## config.mk

```make
export PLATFORM = sky130hd
export DESIGN_NAME = coalq
export DESIGN_NICKNAME = d
export VERILOG_FILES = /design/src/rtl/coalq_pkg.sv /design/src/rtl/coalq_store.sv /design/src/rtl/coalq_ctrl.sv /design/src/rtl/coalq.sv
export SDC_FILE = /design/constraint.sdc
export NUM_CORES = 2
export LEC_CHECK = 0
export BUFFER_PORTS_ARGS = -buffer_cell sky130_fd_sc_hd__buf_4
export CAP_MARGIN = 20
export CORE_MARGIN = 4
export CORE_UTILIZATION = 43
export DETAILED_ROUTE_END_ITERATION = 8
export GPL_ROUTABILITY_DRIVEN = 0
export SYNTH_ARGS = -nofsm -noshare
export SYNTH_HDL_FRONTEND = slang
export SYNTH_HIERARCHICAL = 1
export SYNTH_SLANG_ARGS = --single-unit
```

## constraint.sdc

```tcl
create_clock -name clk -period 25.8 [get_ports clk]
set_clock_uncertainty 0.05 [all_clocks]
set_input_delay 1.29 -clock clk [delete_from_list [all_inputs] [get_ports clk]]
set_output_delay 1.29 -clock clk [all_outputs]
set_load 0.02 [all_outputs]
```

## src/rtl/coalq_pkg.sv

```systemverilog
package coalq_pkg;
  // Strobes from control to datapath, one per state-changing event.
  typedef struct packed {
    logic push;      // store the incoming request
    logic pop;       // remove the run at the head
    logic pendPush;  // record mask of an issued read
    logic pendPop;   // release the oldest recorded read
  } coalq_strobe_t;
endpackage

```

## src/rtl/coalq_store.sv

```systemverilog
module coalq_store
  import coalq_pkg::*;
#(
  parameter int ADDR_W     = 32,
  parameter int BLK_BYTES  = 64,
  parameter int DEPTH      = 16,
  parameter int TAG_W      = 4,
  parameter int PEND_DEPTH = 4
) (
  input  logic                                       clk,
  input  logic                                       rstN,
  input  coalq_strobe_t                              st,
  input  logic [ADDR_W-1:0]                          inAddr,
  input  logic                                       inWrite,
  input  logic [TAG_W-1:0]                           inTag,
  input  logic [$clog2(DEPTH+1)-1:0]                 count,
  output logic [ADDR_W-$clog2(BLK_BYTES)-1:0]        headBlock,
  output logic                                       headWrite,
  output logic [$clog2(DEPTH+1)-1:0]                 runLen,
  output logic [(1<<TAG_W)-1:0]                      runMask,
  output logic [(1<<TAG_W)-1:0]                      pendMask
);
  localparam int OFF_W  = $clog2(BLK_BYTES);
  localparam int BLK_W  = ADDR_W - OFF_W;
  localparam int PTR_W  = $clog2(DEPTH);
  localparam int CNT_W  = $clog2(DEPTH + 1);
  localparam int MASK_W = 1 << TAG_W;
  localparam int PPTR_W = $clog2(PEND_DEPTH);

  logic [BLK_W-1:0]  blkMem [DEPTH];
  logic              dirMem [DEPTH];
  logic [TAG_W-1:0]  tagMem [DEPTH];
  logic [PTR_W-1:0]  wrPtr, rdPtr;

  logic [MASK_W-1:0] pendMem [PEND_DEPTH];
  logic [PPTR_W-1:0] pendWrPtr, pendRdPtr;

  always_ff @(posedge clk) begin
    if (st.push) begin
      blkMem[wrPtr] <= inAddr[ADDR_W-1:OFF_W];
      dirMem[wrPtr] <= inWrite;
      tagMem[wrPtr] <= inTag;
    end
    if (st.pendPush) pendMem[pendWrPtr] <= runMask;
  end

  always_ff @(posedge clk) begin
    if (!rstN) begin
      wrPtr     <= '0;
      rdPtr     <= '0;
      pendWrPtr <= '0;
      pendRdPtr <= '0;
    end else begin
      if (st.push)     wrPtr     <= wrPtr + PTR_W'(1);
      if (st.pop)      rdPtr     <= rdPtr + runLen[PTR_W-1:0];
      if (st.pendPush) pendWrPtr <= pendWrPtr + PPTR_W'(1);
      if (st.pendPop)  pendRdPtr <= pendRdPtr + PPTR_W'(1);
    end
  end

  assign headBlock = blkMem[rdPtr];
  assign headWrite = dirMem[rdPtr];
  assign pendMask  = pendMem[pendRdPtr];

  // Run scan: extend from the head until the first mismatch.
  always_comb begin
    logic             going;
    logic [PTR_W-1:0] idx;
    runLen  = '0;
    runMask = '0;
    going   = 1'b0;
    idx     = rdPtr;
    if (count != '0) begin
      runLen  = CNT_W'(1);
      runMask = MASK_W'(1) << tagMem[rdPtr];
      going   = 1'b1;
    end
    for (int i = 1; i < DEPTH; i++) begin
      idx = rdPtr + PTR_W'(i);
      if (going && (i < int'(count)) &&
          (blkMem[idx] == blkMem[rdPtr]) && (dirMem[idx] == dirMem[rdPtr])) begin
        runLen  = runLen + CNT_W'(1);
        runMask = runMask | (MASK_W'(1) << tagMem[idx]);
      end else begin
        going = 1'b0;
      end
    end
  end

  assert_mask_nonzero_R8: assert property (@(posedge clk) disable iff (!rstN)
    st.pendPush |-> (runMask != '0));
endmodule

```

## src/rtl/coalq_ctrl.sv

```systemverilog
module coalq_ctrl
  import coalq_pkg::*;
#(
  parameter int DEPTH      = 16,
  parameter int PEND_DEPTH = 4
) (
  input  logic                          clk,
  input  logic                          rstN,
  input  logic                          reqValid,
  input  logic                          accReady,
  input  logic                          rspValid,
  input  logic                          headWrite,
  input  logic [$clog2(DEPTH+1)-1:0]    runLen,
  output logic                          reqReady,
  output logic                          accValid,
  output logic                          rdDoneValid,
  output logic [$clog2(DEPTH+1)-1:0]    count,
  output coalq_strobe_t                 st
);
  localparam int CNT_W  = $clog2(DEPTH + 1);
  localparam int PCNT_W = $clog2(PEND_DEPTH + 1);

  logic [PCNT_W-1:0] pendCount;
  logic              pendFull, pendAny;

  assign pendFull    = (pendCount == PCNT_W'(PEND_DEPTH));
  assign pendAny     = (pendCount != '0);
  assign reqReady    = (count != CNT_W'(DEPTH));
  assign accValid    = (count != '0) && (headWrite || !pendFull);
  assign rdDoneValid = rspValid && pendAny;

  always_comb begin
    st.push     = reqValid && reqReady;
    st.pop      = accValid && accReady;
    st.pendPush = st.pop && !headWrite;
    st.pendPop  = rdDoneValid;
  end

  always_ff @(posedge clk) begin
    if (!rstN) begin
      count     <= '0;
      pendCount <= '0;
    end else begin
      count <= count + (st.push ? CNT_W'(1) : '0) - (st.pop ? runLen : '0);
      pendCount <= pendCount + (st.pendPush ? PCNT_W'(1) : '0)
                             - (st.pendPop ? PCNT_W'(1) : '0);
    end
  end

  assert_no_overflow_R3: assert property (@(posedge clk) disable iff (!rstN)
    count <= CNT_W'(DEPTH));
  assert_pend_limit_R9: assert property (@(posedge clk) disable iff (!rstN)
    pendCount <= PCNT_W'(PEND_DEPTH));
  assert_run_bounds_R4: assert property (@(posedge clk) disable iff (!rstN)
    accValid |-> (runLen != '0) && (runLen <= count));
endmodule

```

## src/rtl/coalq.sv

```systemverilog
module coalq
  import coalq_pkg::*;
#(
  parameter int ADDR_W     = 32,
  parameter int BLK_BYTES  = 64,
  parameter int DEPTH      = 16,
  parameter int TAG_W      = 4,
  parameter int PEND_DEPTH = 4,
  localparam int BLK_W     = ADDR_W - $clog2(BLK_BYTES),
  localparam int MASK_W    = 1 << TAG_W
) (
  input  logic              clk,
  input  logic              rstN,
  input  logic              reqValid,
  output logic              reqReady,
  input  logic [ADDR_W-1:0] reqAddr,
  input  logic              reqWrite,
  input  logic [TAG_W-1:0]  reqTag,
  output logic              wrAckValid,
  output logic [TAG_W-1:0]  wrAckTag,
  output logic              accValid,
  input  logic              accReady,
  output logic [BLK_W-1:0]  accBlock,
  output logic              accWrite,
  output logic [MASK_W-1:0] accMask,
  input  logic              rspValid,
  output logic              rdDoneValid,
  output logic [MASK_W-1:0] rdDoneMask
);
  localparam int CNT_W = $clog2(DEPTH + 1);

  coalq_strobe_t    st;
  logic [CNT_W-1:0] count, runLen;
  logic             headWrite;

  coalq_ctrl #(.DEPTH(DEPTH), .PEND_DEPTH(PEND_DEPTH)) u_ctrl (
    .clk(clk), .rstN(rstN), .reqValid(reqValid), .accReady(accReady),
    .rspValid(rspValid), .headWrite(headWrite), .runLen(runLen),
    .reqReady(reqReady), .accValid(accValid), .rdDoneValid(rdDoneValid),
    .count(count), .st(st)
  );

  coalq_store #(.ADDR_W(ADDR_W), .BLK_BYTES(BLK_BYTES), .DEPTH(DEPTH),
                .TAG_W(TAG_W), .PEND_DEPTH(PEND_DEPTH)) u_store (
    .clk(clk), .rstN(rstN), .st(st), .inAddr(reqAddr), .inWrite(reqWrite),
    .inTag(reqTag), .count(count), .headBlock(accBlock), .headWrite(headWrite),
    .runLen(runLen), .runMask(accMask), .pendMask(rdDoneMask)
  );

  assign accWrite   = headWrite;
  assign wrAckValid = st.push && reqWrite;
  assign wrAckTag   = reqTag;

  assert_hold_stable_R7: assert property (@(posedge clk) disable iff (!rstN)
    accValid && !accReady |=> accValid && $stable(accBlock) && $stable(accWrite)
                              && (($past(accMask) & ~accMask) == '0));
endmodule

```

==> summary.json <==
{
  "run_status": {"value": "finished clean"},
  "vdd_drop_max": {"value": 90.61, "unit": "µV"},
  "route.detailed.vias_per_inst": {"value": 7.440},
  "placementRows": {"value": 132},
  "unrepaired_setup_endpoints_after_global_routing": {"value": "false"},
  "flop_and_latch_count_out_of_synthesis": {"value": 586},
  "hold-worst-slack": {"value": 0.4735, "unit": "ns"},
  "synth_simple_gate_area_share": {"value": 0.08626},
  "critical_path.startpoint_type": {"value": "register"},
  "synthesis.nets": {"value": 4425},
  "synthDominantAreaCellType": {"value": "mux4_2"},
  "synth_top_family_by_area": {"value": "multiplexers"},
  "syn_to_final_growth": {"value": 8.670, "unit": "%"},
  "mux_share_of_post_synthesis_cell_area": {"value": 0.4424},
  "die_area": {"value": 0.1377, "unit": "mm²"},
  "drc_errors": {"value": 0},
  "via_count": {"value": 45250},
  "slowest_stage": {"value": "ha_4"},
  "rr_worst_depth": {"value": 66},
  "launch_point_of_the_worst_hold_path": {"value": "u_store/pendRdPtr[1]$_SDFFE_PN0P_"},
  "maxSlewHeadroom": {"value": 0.1482},
  "synthesis.area": {"value": 0.05670, "unit": "mm²"},
  "critical_path.most_common_cell": {"value": "ha_1"},
  "sum_neg_setup_slack": {"value": 0, "unit": "ns"},
  "post-dp-hpwl": {"value": 158100, "unit": "µm"},
  "fin_nets": {"value": 4366},
  "initial_core_utilization": {"value": 0.4351},
  "max_clock_freq": {"value": 0.05349, "unit": "GHz"},
  "cts-buffers-inserted": {"value": 72},
  "tritoncts": {"value": "done"},
  "power-per-cell-area": {"value": 148.3, "unit": "mW/mm²"},
  "number_of_antenna_violations_at_the_first_check_in_global_routing": {"value": 16},
  "layout_worst_path_cycle_share": {"value": 0.7246},
  "wl": {"value": 228500, "unit": "µm"},
  "port_buffers": {"value": 102},
  "post_cts_resized": {"value": 0},
  "post_route_minimum_period": {"value": 18.69, "unit": "ns"},
  "worstPathArrival": {"value": 19.23, "unit": "ns"},
  "fp.dieW": {"value": 371.1, "unit": "µm"},
  "clockRootBuffer": {"value": "clkbuf_16"},
  "cellLeakagePower": {"value": 0.02039, "unit": "µW"},
  "ys_top_cells_by_count": {"value": "mux4_2 (839), mux2i_1 (581), edfxtp_1 (560)"},
  "yosysUniqueCellTypes": {"value": 80},
  "wl_met2": {"value": 95300, "unit": "µm"},
  "clk_transition_reported_paths": {"value": 0.06, "unit": "ns"},
  "layout.cell_area.non_filler": {"value": 0.06161, "unit": "mm²"},
  "synth_flop_cell": {"value": "edfxtp_1"},
  "clk_latency": {"value": 0.71, "unit": "ns"},
  "netlist.area_leader.share": {"value": 0.3333},
  "detail_route.wl_per_cell": {"value": 37.57, "unit": "µm"},
  "postSynth.asyncResetShare": {"value": 0},
  "postCtsSetupRepairBufs": {"value": 0},
  "postCtsHoldBufs": {"value": 0},
  "grt_start_max_net_pins": {"value": 110},
  "synth_edf_count": {"value": 560},
  "critPathRequiredTime": {"value": 26.33, "unit": "ns"},
  "setup-violations-final": {"value": 0},
  "rr_endpoint": {"value": "u_store/rdPtr[3]$_SDFFE_PN0P_"},
  "worst_hold_path_type": {"value": "reg2reg"},
  "grt_usage": {"value": 0.3265},
  "reg2reg_setup_slack": {"value": 7.11, "unit": "ns"},
  "final_hold_viol_count": {"value": 0},
  "r2r_start": {"value": "u_store/rdPtr[1]$_SDFFE_PN0P_"},
  "seq_area_frac_synth": {"value": 0.3058},
  "drt-pass1-iter-count": {"value": 7},
  "ys_top_cells_by_area": {"value": "mux4_2 (33%), edfxtp_1 (30%), mux2i_1 (10%)"},
  "postSynthAreaPerCell": {"value": 13.07, "unit": "µm²"},
  "core": {"value": 0.1303, "unit": "mm²"},
  "timing_worst_slew_pin_value": {"value": 1.266, "unit": "ns"},
  "slowest_delay": {"value": 1.08, "unit": "ns"},
  "grt_overflow_total": {"value": 0},
  "worstHoldEndpoint": {"value": "u_store/pendRdPtr[1]$_SDFFE_PN0P_"},
  "sinks_on_the_clock_net": {"value": 586},
  "top_count_cell_post_synth": {"value": "mux4_2"},
  "synth-warning-count": {"value": 6},
  "syn-instance-count": {"value": 4337},
  "top_level_ports": {"value": 109},
  "total_placed_instance_area": {"value": 0.05919, "unit": "mm²"},
  "timing.setup.critical_path_class": {"value": "reg2reg"},
  "synth_xor_xnor_area_share": {"value": 0.06883},
  "synth_compound_area_frac": {"value": 0.05124},
  "drv_slew": {"value": 0},
  "critical_path.endpoint_type": {"value": "register"},
  "fillers": {"value": 11370},
  "clock_tree.buffer_depth": {"value": 3},
  "die_height": {"value": 371.1, "unit": "µm"},
  "drt_iter0_drc": {"value": 7288},
  "layout.core_utilization": {"value": 0.4728},
  "final_layout_size_suffix_gt1_frac": {"value": 0.2957},
  "maxCapViolCount": {"value": 0},
  "grt_pass1_wl": {"value": 320400, "unit": "µm"},
  "routed.top_layer": {"value": "met5"},
  "timing.critical_path.fanout_max": {"value": 52},
  "detailroute.wirelength.met3": {"value": 34880, "unit": "µm"},
  "post_synth_fa_ha_maj_area_fraction": {"value": 0.01055},
  "final_antenna_net_count": {"value": 0},
  "wl_met1": {"value": 80010, "unit": "µm"},
  "hold_path_depth": {"value": 2},
  "first_global_vias": {"value": 42220},
  "h_tree_depth": {"value": 3}
}
==> logic make-up after synthesis <==
kind of cell	after synthesis
muxes	1453
and+or+nand+nor	961
DFF	586
buffers and inverters	438
xor gates and xnor gates	435
AOI/OAI and AO/OA	418
adders and majority gates	46
==> layout by cell type, fill, tap and decap left out, types with 10 or more instances in the layout <==
master     count
and3_1        51
ha_1          41
clkbuf_16     74
buf_4        219
nand4_1       88
edfxtp_1     560
nor2_1       103
a22oi_1       76
nand2b_1      18
a21oi_1       83
inv_1         73
mux2_2        33
a221oi_1      41
o221ai_1      34
xnor2_1      248
or4_1         12
mux4_2       839
xor2_1       166
and2_1        41
nand2_1      307
nor3_1        33
and2_2        17
xnor2_2       10
o2111ai_1     10
or3_1         16
clkinv_1      14
nand3_1      138
o21ai_0       89
dfxtp_1       20
mux2i_1      581
nor2b_1       24
nor4_1        66
==> area by class of cell <==
type	instances	area (µm²)	share of cell area
flip-flops and latches	586	17360	0.2817
clock inverters	49	521.8	0.008468
multi-input cells	3313	37640	0.6109
repair buffers	223	1709	0.02774
clock buffers	82	1882	0.03054
inverters	82	312.8	0.005077
well taps	1742	2180	0.03537
diodes	5	12.51	0.0002031
==> sequential cells by signal, summed over array words and instances, names as in the netlist, named ones only <==
name,flops
u_store/tagMem,64
u_store/rdPtr,4
u_store/pendWrPtr,2
u_store/pendRdPtr,2
u_store/wrPtr,4
u_store/blkMem,416
u_ctrl/count,5
u_store/pendMem,64
u_store/dirMem,16
u_ctrl/pendCount,3
==> report_power, final <==
group	total (µW)	internal [µW]	switching [µW]
clock network	1050	602	448
registers	1180	1100	77.7
logic	6900	2540	4360
==> stage by stage <==
stage	total power [µW]	setup WS, ns	std cells
detailed placement	7731	7.904	5944
global placement	7688	8.083	5943
global route	9293	6.429	6078
CTS	8808	7.860	6075
finish	9136	7.105	6082
floorplan	5518	10.44	4337
==> worst max path at each step <==
stage | startpoint | slack [ns] | to | depth (start not counted)
2_1_floorplan | u_store/rdPtr[1]$_SDFFE_PN0P_ | 10.44 | register | 75
3_3_place_gp | u_store/rdPtr[1]$_SDFFE_PN0P_ | 8.08 | u_store/rdPtr[3]$_SDFFE_PN0P_ | 66
3_5_place_dp | u_store/rdPtr[1]$_SDFFE_PN0P_ | 7.90 | u_store/rdPtr[3]$_SDFFE_PN0P_ | 66
4_1_cts | u_store/rdPtr[1]$_SDFFE_PN0P_ | 7.86 | u_store/rdPtr[3]$_SDFFE_PN0P_ | 66
5_1_grt | u_store/rdPtr[1]$_SDFFE_PN0P_ | 6.43 | u_store/rdPtr[3]$_SDFFE_PN0P_ | 66
6_report | u_store/rdPtr[1]$_SDFFE_PN0P_ | 7.11 | u_store/rdPtr[3]$_SDFFE_PN0P_ | 66
==> worst max-delay path, delay by kind of cell, from the launching register on <==
kind	cells	cell delay, ns
AO/OA/AOI/OAI	11	2.11
buffers and inverters	6	2.56
AND/OR/NAND/NOR	20	4.37
adder cells (fa/ha/maj)	16	5.53
XOR/XNOR	5	0.90
flip-flops	1	0.88
multiplexers	8	1.99
==> routing by layer <==
metal | track usage | vias to the layer above
met2 | 0.4639 | 3670
met5 | 0.004274 | -
met3 | 0.1372 | 840
met4 | 0.2014 | 14
li1 | - | 17750
met1 | 0.4121 | 22980
Power figures use the tool's default switching activity.
